<file path="src/rtl/rstseq_pkg.sv">
package rstseq_pkg;

    typedef enum logic [1:0] {
        CAUSE_POR  = 2'b00,
        CAUSE_WDOG = 2'b01,
        CAUSE_SW   = 2'b10
    } rst_cause_e;

    // Watchdog outranks software when both ask in the same cycle.
    function automatic rst_cause_e pick_cause(input logic wd, input logic sw);
        if (wd)
            return CAUSE_WDOG;
        else if (sw)
            return CAUSE_SW;
        else
            return CAUSE_POR;
    endfunction

    // Counter width able to hold values 0 .. n-1 (at least one bit).
    function automatic int unsigned count_w(input int unsigned n);
        return (n < 2) ? 1 : $clog2(n);
    endfunction

endpackage

</file>
<file path="src/rtl/rstseq_por_sync.sv">
module rstseq_por_sync #(
    parameter int unsigned STAGES = 2
) (
    input  logic clk,
    input  logic por_n,
    output logic released
);
    logic [STAGES-1:0] shift_q;

    always_ff @(posedge clk or negedge por_n) begin
        if (!por_n)
            shift_q <= '0;
        else
            shift_q <= {shift_q[STAGES-2:0], 1'b1};
    end

    assign released = shift_q[STAGES-1];
endmodule

</file>
<file path="src/rtl/rstseq_pll_chain.sv">
module rstseq_pll_chain #(
    parameter int unsigned NUM_PLL = 3
) (
    input  logic               clk,
    input  logic               por_n,
    input  logic               released,
    input  logic [NUM_PLL-1:0] lock,
    output logic [NUM_PLL-1:0] enable
);
    // gate[i] is the permission from the PLL below: the first one is free.
    logic [NUM_PLL-1:0] gate;

    generate
        for (genvar i = 0; i < NUM_PLL; i++) begin : g_stage
            if (i == 0) begin : g_first
                assign gate[i] = 1'b1;
            end else begin : g_next
                assign gate[i] = enable[i-1];
            end

            always_ff @(posedge clk or negedge por_n) begin
                if (!por_n)
                    enable[i] <= 1'b0;
                else if (released && lock[i] && gate[i])
                    enable[i] <= 1'b1;
            end
        end
    endgenerate
endmodule

</file>
<file path="src/rtl/rstseq_cpu_hold.sv">
module rstseq_cpu_hold
    import rstseq_pkg::*;
#(
    parameter int unsigned HOLD = 3300
) (
    input  logic clk,
    input  logic por_n,
    input  logic released,
    output logic hold
);
    localparam int unsigned CW = count_w(HOLD);
    localparam logic [CW-1:0] LAST = CW'(HOLD - 1);

    logic [CW-1:0] cnt_q;

    always_ff @(posedge clk or negedge por_n) begin
        if (!por_n) begin
            hold  <= 1'b1;
            cnt_q <= '0;
        end else if (released && hold) begin
            if (cnt_q == LAST)
                hold <= 1'b0;
            else
                cnt_q <= cnt_q + 1'b1;
        end
    end
endmodule

</file>
<file path="src/rtl/rstseq_warm_timer.sv">
module rstseq_warm_timer
    import rstseq_pkg::*;
#(
    parameter int unsigned MIN_W = 16
) (
    input  logic       clk,
    input  logic       por_n,
    input  logic       released,
    input  logic       wd_req,
    input  logic       sw_req,
    output logic       busy,
    output rst_cause_e cause
);
    localparam int unsigned CW = count_w(MIN_W);
    localparam logic [CW-1:0] LAST = CW'(MIN_W - 1);

    logic [CW-1:0] cnt_q;
    logic          req;

    assign req = released && (wd_req || sw_req);

    always_ff @(posedge clk or negedge por_n) begin
        if (!por_n) begin
            busy  <= 1'b0;
            cnt_q <= '0;
            cause <= CAUSE_POR;
        end else if (req) begin
            // A request during a running window only restarts the count.
            if (!busy)
                cause <= pick_cause(wd_req, sw_req);
            busy  <= 1'b1;
            cnt_q <= '0;
        end else if (busy) begin
            if (cnt_q == LAST)
                busy <= 1'b0;
            else
                cnt_q <= cnt_q + 1'b1;
        end
    end
endmodule

</file>
<file path="src/rtl/rst_sequencer.sv">
module rst_sequencer
    import rstseq_pkg::*;
#(
    parameter int unsigned NUM_PLL     = 3,
    parameter int unsigned STRAP_W     = 8,
    parameter int unsigned CPU_HOLD    = 3300,
    parameter int unsigned MIN_W       = 16,
    parameter int unsigned SYNC_STAGES = 2
) (
    input  logic               clk,
    input  logic               por_n,
    input  logic [STRAP_W-1:0] strap_in,
    input  logic [NUM_PLL-1:0] pll_lock,
    input  logic               wdog_rst,
    input  logic               sw_rst_req,
    output logic [STRAP_W-1:0] strap_q,
    output logic [NUM_PLL-1:0] pll_en,
    output logic               bus_rst_n,
    output logic               cpu_rst,
    output logic               sticky_clr,
    output logic [1:0]         rst_cause
);
    logic       released;
    logic       warm_busy;
    rst_cause_e cause;

    rstseq_por_sync #(.STAGES(SYNC_STAGES)) u_sync (
        .clk      (clk),
        .por_n    (por_n),
        .released (released)
    );

    // Straps follow the pins until the release point, then freeze.
    always_ff @(posedge clk) begin
        if (!released)
            strap_q <= strap_in;
    end

    rstseq_pll_chain #(.NUM_PLL(NUM_PLL)) u_pll (
        .clk      (clk),
        .por_n    (por_n),
        .released (released),
        .lock     (pll_lock),
        .enable   (pll_en)
    );

    rstseq_cpu_hold #(.HOLD(CPU_HOLD)) u_cpu (
        .clk      (clk),
        .por_n    (por_n),
        .released (released),
        .hold     (cpu_rst)
    );

    rstseq_warm_timer #(.MIN_W(MIN_W)) u_warm (
        .clk      (clk),
        .por_n    (por_n),
        .released (released),
        .wd_req   (wdog_rst),
        .sw_req   (sw_rst_req),
        .busy     (warm_busy),
        .cause    (cause)
    );

    assign bus_rst_n  = released && !warm_busy;
    assign sticky_clr = !released;
    assign rst_cause  = cause;
endmodule

</file>
<file path="config.mk">
export PLATFORM = sky130hd
export DESIGN_NAME = rst_sequencer
export DESIGN_NICKNAME = d
export VERILOG_FILES = /design/src/rtl/rstseq_pkg.sv /design/src/rtl/rstseq_por_sync.sv /design/src/rtl/rstseq_pll_chain.sv /design/src/rtl/rstseq_cpu_hold.sv /design/src/rtl/rstseq_warm_timer.sv /design/src/rtl/rst_sequencer.sv
export SDC_FILE = /design/constraint.sdc
export NUM_CORES = 1
export LEC_CHECK = 0
export BUFFER_PORTS_ARGS = -buffer_cell sky130_fd_sc_hd__buf_2
export CORE_MARGIN = 2
export CORE_UTILIZATION = 55
export DETAILED_ROUTE_END_ITERATION = 8
export PLACE_DENSITY = 0.87
export RECOVER_POWER = 100
export SYNTH_ARGS = -nofsm -noshare
export SYNTH_HDL_FRONTEND = slang
export SYNTH_SLANG_ARGS = --single-unit
</file>
<file path="constraint.sdc">
create_clock -name clk -period 4.4 [get_ports clk]
set_clock_uncertainty 0.05 [all_clocks]
set_input_delay 0.66 -clock clk [delete_from_list [all_inputs] [get_ports clk]]
set_output_delay 0.66 -clock clk [all_outputs]
set_load 0.01 [all_outputs]
</file>
# --- Yosys cells after proc, flatten, opt, wreduce, memory -nomap -nowiden ---
# Index checks and enable logic that the tools add are counted.
totals:
  latch_bits: 0
  memories: 0
  input_bits: 15
  regBits: 33
  output_inout_bits: 16
  rom_bits: 0
  ram_bits: 0
classes:
  n_reduce_logical: 16
  div_mod_pow: 0
  n_shift: 0
  n_bitwise: 2
  mux: 8
  eq_ne: 3
  n_mul: 0
  addsub: 2
  magnitude_cmp: 0
op_table:
  columns: ["cell", "count"]
  rows:
  - ["12-bit by 1-bit adder with 12-bit output, second input constant", 1]
  - ["12-bit == test, second input constant", 1]
  - ["4-bit 2-to-1 mux", 3]
  - ["1-bit logical AND", 8]
  - ["2-bit AND reduction", 4]
  - ["4-bit by 1-bit adder with 4-bit output, second input constant", 1]
  - ["4-bit == test, second input constant", 1]
  - ["2-bit 2-to-1 mux", 2]
  - ["1-bit 2-to-1 mux", 3]
  - ["1-bit logical NOT", 2]
  - ["2-bit by 1-bit != test with 1-bit output, second input constant", 1]
  - ["1-bit NOT", 2]
  - ["2-bit nonzero test", 1]
  - ["1-bit logical OR", 1]

# --- Depth between registers and ports, before layout ---
# Gate-level depths: netlist of the first run.
logic_depth:
  ltp_word: 4
  depth_mapped: 5
  mapped_depth_nobuf: 5

# --- Modules after synthesis ---
# From an unflattened synthesis of the first run, not the netlist that was laid out.
hier_totals:
  cells_unflattened: 101
  hier_area_um2: 1377.6
by_module_without_submodules:
  columns: ["mod", "area_per_inst_um2", "cells_each", "instances"]
  rows:
  - ["rstseq_cpu_hold", 629.4, 53, 1]
  - ["rstseq_warm_timer", 335.3, 29, 1]
  - ["rst_sequencer", 257.7, 10, 1]
  - ["rstseq_pll_chain", 101.3, 6, 1]
  - ["rstseq_por_sync", 53.8, 3, 1]

# --- Worst setup path before layout of the first run ---
# OpenSTA, ideal clock, no wires.
synth_timing:
  kind: "reg-to-output"
  startpoint: "register u_sync.shift_q[1]"
  endpoint: "output bus_rst_n"
  arrival_ns: 0.974
  setup_slack_ns: 2.716
  stages_incl_launch_ff: 3
  n_path_buf: 0
  required_time_ns: 3.690
  path_cell_list: "dfrtp_1 > inv_1 > nor2_1"
synth_via:
  elab_chain_cells: 1
synth_rtl:
  columns: ["item", "line_no", "text"]
  rows:
  - ["from (decl)", "rstseq_por_sync.sv:8", "logic [STAGES-1:0] shift_q;"]
  - ["from (signal assigned)", "rstseq_por_sync.sv:14", "shift_q <= {shift_q[STAGES-2:0], 1'b1};"]
  - ["1-bit logical AND", "rst_sequencer.sv:64", "assign bus_rst_n = released && !warm_busy;"]
  - ["to (decl)", "rst_sequencer.sv:18", "output logic bus_rst_n,"]
# No other way between the ends.

# --- Worst setup path in the final report of the first run ---
# Same ends and word-level chain as after synthesis.

==> flow_summary_export.csv, run 1 <==
group,metric,value,unit
timing,fin_crit_sh,0.511,
detailed_routing,vias_per_cell,5.28,
placed_design,buffer_ports.inserted,30,
job,max-cap-violations,0,
detailed_routing,detail_route.first_pass.iterations,5,
synthesis,synthesis.instances,100,
final_layout,num-nets-final,154,
floorplanning,core_area,2230,um2
final_layout,area_overhead_of_the_layout_relative_to_synthesis,15.2,%
timing,final.setup.tns,0,ns
placed_design,dp.final_hpwl,1.67,mm
detailed_routing,initialDrtViolationCount,12,
setup_path,critPathArrivalTime,1.54,ns
setup_path,critPathMaxStageDelay,0.46,ns
synthesis,synth_area,1310,um2
placed_design,place_ws,2.49,ns
final_layout,fill_cells,177,
clocking,postCtsResizedCells,0,
global_routing,first_global_vias,856,
final_layout,drive_above_1_share,0.196,
final_layout,post-route-cell-area,1510,um2
synthesis,synth_nets,117,
setup_path,critPathSlowestCell,"sky130_fd_sc_hd__dfrtp_1",
global_routing,grt_max_degree,26,
synthesis,synth.yosys.seq_area_share,0.661,
final_layout,final-instance-count-excl-fill,166,
final_layout,layout.cells.most_common,"sky130_fd_sc_hd__dfrtp_1",
detailed_routing,finalWirelength,2.26,mm
clocking,cts-root-to-sink-buffers,2,
synthesis,synth_cell_type_count,29,
placed_design,dpl_cell_area,1500,um2
detailed_routing,detailroute.via_count,877,
timing,slew_viol_final,0,
floorplanning,io_pins,31,
clocking,cts.htree.levels,2,
synthesis,ys_seq_elements,33,
placed_design,gp_congestion,0.779,
timing,relSlewSlack,0.150,
timing,final-setup-viol-count,0,
floorplanning,fp.dieArea,2790,um2
power,irDropWorstVdd,245,uV
timing,hold_ws,0.309,ns
setup_path,crit_required,3.69,ns
timing,rsz0062_at_grt,"false",
floorplanning,die_height,52.8,um
detailed_routing,ant_nets,0,
final_layout,n_antenna_cell,0,
clocking,cts_post_setup_buffers_inserted,0,
setup_path,timing.critical_path.to_type,"primary output",
global_routing,grt_antenna_before_repair,0,
clocking,insertion_delay,0.33,ns
synthesis,synthesis.area_per_instance,13.1,um2
setup_path,critical_path_peak_fanout,12,
final_layout,fin_util,0.676,
setup_path,cp_cell_sequence,"inv_1 -> nor2_1 -> clkbuf_1",
global_routing,grt_first_pass_wirelength,3.51,mm
clocking,tritoncts,"built",
global_routing,globalRouteOverflowTotal,0,
timing,fmax,444,MHz
power,power_leakage,0.696,nW
detailed_routing,drt_drc_violations_left,0,
setup_path,startpoint_type,"register",
power,power_per_cell_area,347,nW/um2
clocking,cts_made_buffers,5,
power,total_power,0.524,mW
synthesis,yosys_warnings,0,
detailed_routing,post_drt_wl_per_cell,13.6,um
global_routing,track_usage,0.184,
worst_hold_path,min-delay-path-class,"reg -> reg",
setup_path,critical_path_class,"reg -> out",
clocking,clock_root_buffer,"sky130_fd_sc_hd__clkbuf_4",
floorplanning,chipWidth,52.8,um
placed_design,placedCellCount,158,
clocking,cts.reportedPaths.clkPinSlew,0.09,ns
status,result_of_the_run,"complete, no violations",
floorplanning,row_count,17,
timing,tightestPinTransition,1.27,ns
timing,min_period,2.25,ns
clocking,cts_sinks,33,
timing,finalWorstSetupSlack,2.15,ns
timing,hold_viol_final,0,
clocking,number_of_hold_buffers_added_after_cts,0,
floorplanning,initial_core_util,0.587,
final_layout,mostFrequentLayoutCells,"sky130_fd_sc_hd__dfrtp_1, sky130_fd_sc_hd__clkbuf_1, sky130_fd_sc_hd__buf_2",
[final timing paths]
kind,startpoint,slack [ns],depth (start not counted),endpoint
worst max-delay path,u_sync.shift_q[1],2.15,3,bus_rst_n
worst min-delay path,u_sync.shift_q[0],0.31,0,u_sync.shift_q[1]
worst max register to register,u_cpu.cnt_q[0],2.68,5,u_cpu.cnt_q[1]
worst min register to register,u_sync.shift_q[0],0.31,0,u_sync.shift_q[1]
max in group asynchronous,por_n,3.00,1,u_pll.enable[0]
min in group asynchronous,por_n,0.53,1,u_warm.cnt_q[1]
[per-layer routing]
metal	routed length (um)	up-vias	share of wire	track usage
met5	0	-	0	0
met4	38	0	0.017	0.0855
met3	151	7	0.067	0.0800
met2	1140	28	0.50	0.296
met1	935	419	0.41	0.211
li1	-	423	-	-
[synth_stat cells (all sizes together)]
library cell | number | area share
or3 | 2 | 0.014
ha | 2 | 0.019
o21ai | 1 | 0.0038
a21oi | 3 | 0.011
conb | 1 | 0.0029
mux2 | 1 | 0.0086
a21o | 2 | 0.013
a31o | 2 | 0.013
nand4 | 1 | 0.0048
xor2 | 8 | 0.053
nor2 | 10 | 0.031
nand2 | 8 | 0.023
and4b | 1 | 0.0076
and3 | 3 | 0.014
inv | 3 | 0.0086
a22o | 1 | 0.0067
and4bb | 1 | 0.0095
nor3 | 3 | 0.015
edfxtp | 8 | 0.18
and4 | 1 | 0.0086
dfstp | 1 | 0.020
dfrtp | 24 | 0.46
nand3 | 7 | 0.031
xnor2 | 5 | 0.033
a21boi | 1 | 0.0057
[where the power goes]
group	internal [mW]	switching, mW	leakage [nW]
clock network	0.0621	0.0896	0.0293
registers	0.327	0.00872	0.395
logic	0.0146	0.0216	0.272
[state kept, by name, summed over array words and instances, names as in the netlist]
signal and flops:
u_sync.shift_q 2, u_warm.busy 1, u_cpu.hold 1, u_pll.enable 3, u_warm.cnt_q 4, u_warm.cause 2, strap_q 8, u_cpu.cnt_q 12
[cells by family (layout without fill, tap and decap cells)]
| logic type | count (synthesis) | in the layout | synth area share |
|---|---|---|---|
| AOI/OAI and AO/OA | 10 | 10 | 0.0544 |
| xor gates and xnor gates | 13 | 13 | 0.0868 |
| adders and majority gates | 2 | 2 | 0.0191 |
| buffers and inverters | 3 | 41 | 0.00859 |
| DFF | 33 | 33 | 0.661 |
| muxes | 1 | 1 | 0.00859 |
| other | 1 | 1 | 0.00286 |
| and+or+nand+nor | 37 | 37 | 0.158 |
[layout make-up]
type                            instances  area (um2)  share of cell area
Sequential cell                        33         867               0.574
Multi-Input combinational cell         64         418               0.277
Timing Repair Buffer                   30         129              0.0853
Clock buffer                            7        45.0              0.0298
Tap cell                               28        35.0              0.0232
Inverter                                3        11.3             0.00746
Clock inverter                          1        5.00             0.00331
[critical path: cells and delay by family, from the launching register on]
kind	cells	cell delay, ns
buffers and inverters	2	0.44
DFF	1	0.46
and+or+nand+nor	1	0.32
Power figures use the tool's default switching activity.
==> inputs of run 2 (changes only) <==
--- a/config.mk
+++ b/config.mk
@@ -5,11 +5,12 @@
 export SDC_FILE = /design/constraint.sdc
 export NUM_CORES = 1
 export LEC_CHECK = 0
+export ABC_AREA = 1
 export BUFFER_PORTS_ARGS = -buffer_cell sky130_fd_sc_hd__buf_2
 export CORE_MARGIN = 2
-export CORE_UTILIZATION = 55
+export CORE_UTILIZATION = 53
 export DETAILED_ROUTE_END_ITERATION = 8
-export PLACE_DENSITY = 0.87
+export PLACE_DENSITY = 0.83
 export RECOVER_POWER = 100
 export SYNTH_ARGS = -nofsm -noshare
 export SYNTH_HDL_FRONTEND = slang
==> constraint.sdc (replaced) <==
create_clock -name clk -period 2.16 [get_ports clk]
set_clock_uncertainty 0.05 [all_clocks]
set_input_delay 0.324 -clock clk [delete_from_list [all_inputs] [get_ports clk]]
set_output_delay 0.324 -clock clk [all_outputs]
set_load 0.01 [all_outputs]
==> flow_summary_export.csv, run 2 <==
group,metric,value,unit
placed_design,gp_congestion,0.847,
floorplanning,die_height,57.6,um
timing,tightestPinTransition,1.29,ns
power,power_leakage,0.812,nW
detailed_routing,ant_nets,0,
synthesis,ys_seq_elements,33,
clocking,insertion_delay,0.35,ns
power,power_per_cell_area,698,nW/um2
global_routing,globalRouteOverflowTotal,0,
floorplanning,initial_core_util,0.558,
final_layout,post-route-cell-area,1740,um2
placed_design,dpl_cell_area,1680,um2
placed_design,buffer_ports.inserted,30,
final_layout,registers.top_by_ff_count,"u_cpu.cnt_q",
timing,final-setup-viol-count,0,
power,swShare,0.233,
clocking,cts.reportedPaths.clkPinSlew,0.11,ns
detailed_routing,drt_drc_violations_left,0,
clocking,tritoncts,"built",
synthesis,netlist.area_leader.share,0.394,
placed_design,place_ws,0.658,ns
detailed_routing,initialDrtViolationCount,36,
synthesis,synthesis.area_per_instance,8.87,um2
setup_path,critPathArrivalTime,1.46,ns
detailed_routing,post_drt_wl_per_cell,11.9,um
detailed_routing,detail_route.first_pass.iterations,4,
power,power_frac_seq,0.557,
final_layout,mostFrequentLayoutCells,"sky130_fd_sc_hd__nand2_1, sky130_fd_sc_hd__dfrtp_1, sky130_fd_sc_hd__nor2_1",
final_layout,layout.cells.most_common,"sky130_fd_sc_hd__nand2_1",
timing,fmax,546,MHz
setup_path,critPathMaxStageDelay,0.46,ns
timing,hold_ws,0.0932,ns
final_layout,drive_above_1_share,0.135,
timing,rsz0062_at_grt,"false",
setup_path,timing.reg2reg.worst_path_depth,8,
global_routing,grt_antenna_before_repair,0,
power,p_comb_frac,0.054,
floorplanning,row_count,19,
setup_path,critical_path_class,"reg -> out",
final_layout,area_overhead_of_the_layout_relative_to_synthesis,14.2,%
clocking,cts_made_buffers,5,
final_layout,largest_registers,"u_cpu.cnt_q: 12 flops, strap_q: 8 flops, u_warm.cnt_q: 4 flops",
clocking,cts_sinks,33,
clocking,cts-root-to-sink-buffers,2,
synthesis,synthFlopType,"sky130_fd_sc_hd__dfrtp_1",
placed_design,dp.final_hpwl,2.01,mm
timing,fin_crit_sh,0.848,
synthesis,synth_top_cells_by_area,"sky130_fd_sc_hd__dfrtp_1, sky130_fd_sc_hd__nand2_1, sky130_fd_sc_hd__edfxtp_1",
timing,slew_viol_final,0,
synthesis,async_s_r_ff_share_synth,0.758,
status,result_of_the_run,"complete, no violations",
setup_path,cp_cell_sequence,"inv_1 -> nor2_1 -> clkbuf_1",
worst_hold_path,worst_hold_path.num_cells,1,
final_layout,num-nets-final,224,
synthesis,yosys_warnings,0,
final_layout,fill_cells,227,
synthesis,synth_area,1530,um2
setup_path,timing.critical_path.to_type,"primary output",
setup_path,crit_required,1.79,ns
setup_path,critical_path_peak_fanout,11,
global_routing,grt_max_degree,26,
floorplanning,chipWidth,57.6,um
power,power.switching,0.283,mW
clocking,cts.htree.levels,2,
global_routing,track_usage,0.201,
clocking,clock_root_buffer,"sky130_fd_sc_hd__clkbuf_4",
floorplanning,core_area,2730,um2
synthesis,synth_cell_type_count,25,
power,clock_power_share,0.389,
detailed_routing,detailroute.via_count,1260,
timing,relSlewSlack,0.137,
power,internal-power,0.933,mW
detailed_routing,vias_per_cell,5.27,
timing,min_period,1.83,ns
timing,hold_viol_final,0,
synthesis,yosysTopAreaCell,"sky130_fd_sc_hd__dfrtp_1",
synthesis,synth_nets,189,
synthesis,number_of_enable_flip_flop_cells_after_synthesis,8,
detailed_routing,finalWirelength,2.85,mm
synthesis,yosysMostFrequentCell,"sky130_fd_sc_hd__nand2_1",
job,max-cap-violations,0,
floorplanning,io_pins,31,
synthesis,synthTopCellsByCount,"sky130_fd_sc_hd__nand2_1, sky130_fd_sc_hd__dfrtp_1, sky130_fd_sc_hd__nor2_1, sky130_fd_sc_hd__inv_1, sky130_fd_sc_hd__nand3_1",
final_layout,fin_util,0.637,
timing,final.setup.tns,0,ns
final_layout,largest_register_ff_count,12,
clocking,postCtsResizedCells,0,
floorplanning,fp.dieArea,3320,um2
global_routing,grt_first_pass_wirelength,4.94,mm
global_routing,first_global_vias,1174,
final_layout,n_antenna_cell,0,
setup_path,startpoint_type,"register",
synthesis,synth.yosys.seq_area_share,0.568,
power,irDropWorstVdd,696,uV
worst_hold_path,min-delay-path-class,"in -> reg",
setup_path,critPathSlowestCell,"sky130_fd_sc_hd__dfrtp_1",
timing,finalWorstSetupSlack,0.328,ns
synthesis,synthesis.instances,172,
run 2: cell types whose count changed in the layout (fill, tap and decap cells not counted), sizes merged, moves of 5 or more:
cell	change
inv	+10
o21ai	+5
nor2	+11
nand2	+60
run 2: cells by family after synthesis:
family	Yosys count	synth area share
XOR/XNOR	5	0.0287
AND/OR/NAND/NOR	103	0.280
other	1	0.00246
flip-flops	33	0.569
buffers and inverters	16	0.0541
adder cells (fa/ha/maj)	2	0.0164
AO/OA/AOI/OAI	12	0.0500
run 2: worst paths after layout:
kind / slack, ns / startpoint / endpoint
worst max register to register: 0.38 / u_cpu.cnt_q[0] / u_cpu.cnt_q[6]
min in group asynchronous: 0.73 / por_n / u_warm.cnt_q[2]
worst max-delay path: 0.33 / u_sync.shift_q[1] / bus_rst_n
worst min-delay path: 0.09 / strap_in[3] / strap_q[3]
max in group asynchronous: 0.57 / por_n / u_cpu.cnt_q[4]
worst min register to register: 0.32 / u_sync.shift_q[0] / u_sync.shift_q[1]
run 2: power groups by stage:
stage	clock (mW)	sequential (mW)	combinational (mW)
5_1_grt	0.519	0.681	0.0740
3_5_place_dp	0	0.690	0.0666
3_3_place_gp	0	0.689	0.0636
2_1_floorplan	0	0.693	0.0250
4_1_cts	0.492	0.678	0.0697
6_report	0.473	0.678	0.0651
run 2: area by class of cell:
type	count	area, um2	area share
clock buffers	5	37.5	0.0216
clock inverters	3	46.3	0.0266
inverters	13	48.8	0.0280
multi-input cells	123	563	0.323
flip-flops and latches	33	867	0.498
well taps	31	38.8	0.0223
repair buffers	31	140	0.0805
run 2: timing repair:
item | in CTS | in global routing
endpoints found under the hold margin | 24 | 0
setup buffers | 0 | 0
hold buffers | 1 | 0
run 2: per-layer routing:
| layer | share of wire | vias up | track usage | routed length, um |
|---|---|---|---|---|
| li1 | - | 616 | - | - |
| met1 | 0.44 | 596 | 0.244 | 1260 |
| met2 | 0.45 | 42 | 0.308 | 1290 |
| met3 | 0.082 | 6 | 0.0848 | 234 |
| met4 | 0.021 | 0 | 0.103 | 59 |
| met5 | 0 | - | 0 | 0 |
run 2: worst max-delay path, delay by kind of cell (launching register included):
| kind | cells | cell delay (ns) |
|---|---|---|
| flip-flops | 1 | 0.46 |
| AND/OR/NAND/NOR | 1 | 0.23 |
| buffers and inverters | 2 | 0.41 |
run 2: through the flow:
step           instances  power [mW]
4_1_cts              239        1.24
2_1_floorplan        172       0.718
3_3_place_gp         230       0.753
6_report             239        1.22
3_5_place_dp         230       0.757
5_1_grt              239        1.27
==> inputs of run 3 (changes only) <==
--- a/config.mk
+++ b/config.mk
@@ -5,12 +5,12 @@
 export SDC_FILE = /design/constraint.sdc
 export NUM_CORES = 1
 export LEC_CHECK = 0
-export ABC_AREA = 1
+export ABC_AREA = 0
 export BUFFER_PORTS_ARGS = -buffer_cell sky130_fd_sc_hd__buf_2
 export CORE_MARGIN = 2
-export CORE_UTILIZATION = 53
+export CORE_UTILIZATION = 46
 export DETAILED_ROUTE_END_ITERATION = 8
-export PLACE_DENSITY = 0.83
+export PLACE_DENSITY = 0.79
 export RECOVER_POWER = 100
 export SYNTH_ARGS = -nofsm -noshare
 export SYNTH_HDL_FRONTEND = slang
==> constraint.sdc (replaced) <==
create_clock -name clk -period 1.5 [get_ports clk]
set_clock_uncertainty 0.05 [all_clocks]
set_input_delay 0.225 -clock clk [delete_from_list [all_inputs] [get_ports clk]]
set_output_delay 0.225 -clock clk [all_outputs]
set_load 0.01 [all_outputs]
==> flow_summary_export.csv, run 3 (synthesis results as in run 1) <==
group,metric,value,unit
status,result_of_the_run,"finished, violations left",
status,failed_checks,"setup timing",
final_layout,drive_above_1_share,0.348,
clocking,cts.reportedPaths.clkPinSlew,0.10,ns
power,total_power,1.60,mW
detailed_routing,finalWirelength,2.52,mm
setup_path,critPathArrivalTime,1.68,ns
placed_design,buffer_ports.inserted,30,
floorplanning,initial_core_util,0.480,
setup_path,critical_path_peak_fanout,3,
final_layout,registers.top_by_ff_count,"u_cpu.cnt_q",
timing,fin_crit_sh,1.00,
placed_design,gp_congestion,0.778,
clocking,cts-root-to-sink-buffers,2,
setup_path,cell_type_group_with_the_largest_total_delay_on_the_critical_path,"simple AND/OR/NAND/NOR gates",
clocking,clock_root_buffer,"sky130_fd_sc_hd__clkbuf_4",
global_routing,first_global_vias,960,
setup_path,critical_path_class,"reg -> reg",
floorplanning,core_area,2730,um2
global_routing,grt_max_degree,26,
setup_path,critPathSlowestCell,"sky130_fd_sc_hd__dfrtp_1",
setup_path,critPathMaxStageDelay,0.40,ns
clocking,cts_made_buffers,5,
timing,fmax,665,MHz
final_layout,layout.cells.most_common,"sky130_fd_sc_hd__dfrtp_1",
detailed_routing,vias_per_cell,5.08,
final_layout,largest_register_ff_count,12,
final_layout,num-nets-final,174,
detailed_routing,detail_route.first_pass.iterations,4,
timing,hold_viol_final,0,
worst_hold_path,min-delay-path-class,"in -> reg",
global_routing,grt_antenna_before_repair,0,
global_routing,track_usage,0.168,
power,irDropWorstVdd,908,uV
final_layout,fin_util,0.643,
floorplanning,chipWidth,57.4,um
clocking,insertion_delay,0.33,ns
timing,min_period,1.50,ns
placed_design,dp.final_hpwl,1.68,mm
setup_path,startpoint_type,"register",
floorplanning,io_pins,31,
floorplanning,die_height,57.4,um
timing,final-setup-viol-count,1,
setup_path,crit_required,1.67,ns
setup_path,timing.critical_path.to_type,"register",
timing,tightestPinTransition,0.607,ns
power,power_leakage,0.823,nW
timing,rsz0062_at_grt,"true",
floorplanning,row_count,19,
floorplanning,fp.dieArea,3290,um2
clocking,cts.htree.levels,2,
final_layout,largest_registers,"u_cpu.cnt_q: 12 flops, strap_q: 8 flops, u_warm.cnt_q: 4 flops",
setup_path,critical_path.n_buffers_inverters,0,
global_routing,globalRouteOverflowTotal,0,
detailed_routing,post_drt_wl_per_cell,13.3,um
detailed_routing,ant_nets,0,
job,max-cap-violations,0,
final_layout,post-route-cell-area,1760,um2
clocking,tritoncts,"built",
detailed_routing,drt_drc_violations_left,0,
detailed_routing,initialDrtViolationCount,22,
timing,relSlewSlack,0.595,
placed_design,dpl_cell_area,1560,um2
detailed_routing,detailroute.via_count,960,
clocking,cts_sinks,33,
timing,finalWorstSetupSlack,-0.00346,ns
timing,slew_viol_final,0,
final_layout,mostFrequentLayoutCells,"sky130_fd_sc_hd__dfrtp_1, sky130_fd_sc_hd__buf_2, sky130_fd_sc_hd__clkbuf_1",
final_layout,n_antenna_cell,0,
final_layout,area_overhead_of_the_layout_relative_to_synthesis,34.0,%
power,power_per_cell_area,908,nW/um2
setup_path,cp_cell_sequence,"ha_2 -> and4b_1 -> and4_4 -> nor2_4 -> mux2_4",
global_routing,grt_first_pass_wirelength,4.13,mm
[run 3: where the power goes]
group | internal (mW) | switching (mW)
clock | 0.176 | 0.302
sequential | 0.960 | 0.0232
combinational | 0.0645 | 0.0694
[run 3: stage by stage]
step	TNS (ns)	hold slack, ns	instances	setup slack (ns)
global placement	0	0.178	168	0.0237
finish	-0.00346	0.0245	189	-0.00346
floorplan	0	-0.121	100	0.0126
detailed placement	-0.0209	0.197	168	-0.0209
CTS	-0.00469	0.000328	186	-0.00469
global route	-0.103	0.0186	189	-0.0409
[run 3: worst reg2reg max path, stage by stage, from the launching register on]
cell and delay, ns:
sky130_fd_sc_hd__dfrtp_1 0.40, sky130_fd_sc_hd__ha_2 0.20, sky130_fd_sc_hd__and4b_1 0.20, sky130_fd_sc_hd__and4_4 0.16, sky130_fd_sc_hd__nor2_4 0.10, sky130_fd_sc_hd__mux2_4 0.30
[run 3: layer usage]
metal  GRT usage  vias to the layer above  share of wire
li1            -                      460              -
met1       0.198                      465           0.42
met2       0.278                       30           0.51
met3      0.0476                        5          0.055
met4      0.0897                        0          0.017
met5           0                        -              0
[run 3: worst paths after layout]
kind	start	endpoint	slack, ns	cells after the start
worst max-delay path	u_cpu.cnt_q[0]	u_cpu.cnt_q[1]	-0.003	5
worst min-delay path	wdog_rst	u_warm.cause[1]	0.02	2
worst max register to register	u_cpu.cnt_q[0]	u_cpu.cnt_q[1]	-0.003	5
worst min register to register	u_sync.shift_q[0]	u_sync.shift_q[1]	0.31	0
max in group asynchronous	por_n	u_sync.shift_q[1]	0.60	2
min in group asynchronous	por_n	u_warm.cause[0]	0.37	2
[run 3: area by class of cell]
cell class	count	area, um2
clock inverters	3	17.5
flip-flops and latches	33	868
clock buffers	5	37.5
inverters	3	11.3
multi-input cells	64	473
well taps	31	38.8
repair buffers	50	310
fillers	220	977
[run 3: timing repair]
| item | in CTS | in global routing |
|---|---|---|
| setup endpoints to repair | 3 | 8 |
| hold buffers | 7 | 2 |
| gates resized for setup | 2 | 8 |
| cloned | 0 | 0 |
| hold endpoints to repair | 30 | 2 |
| pin swaps | 2 | 0 |
| setup buffers | 3 | 1 |
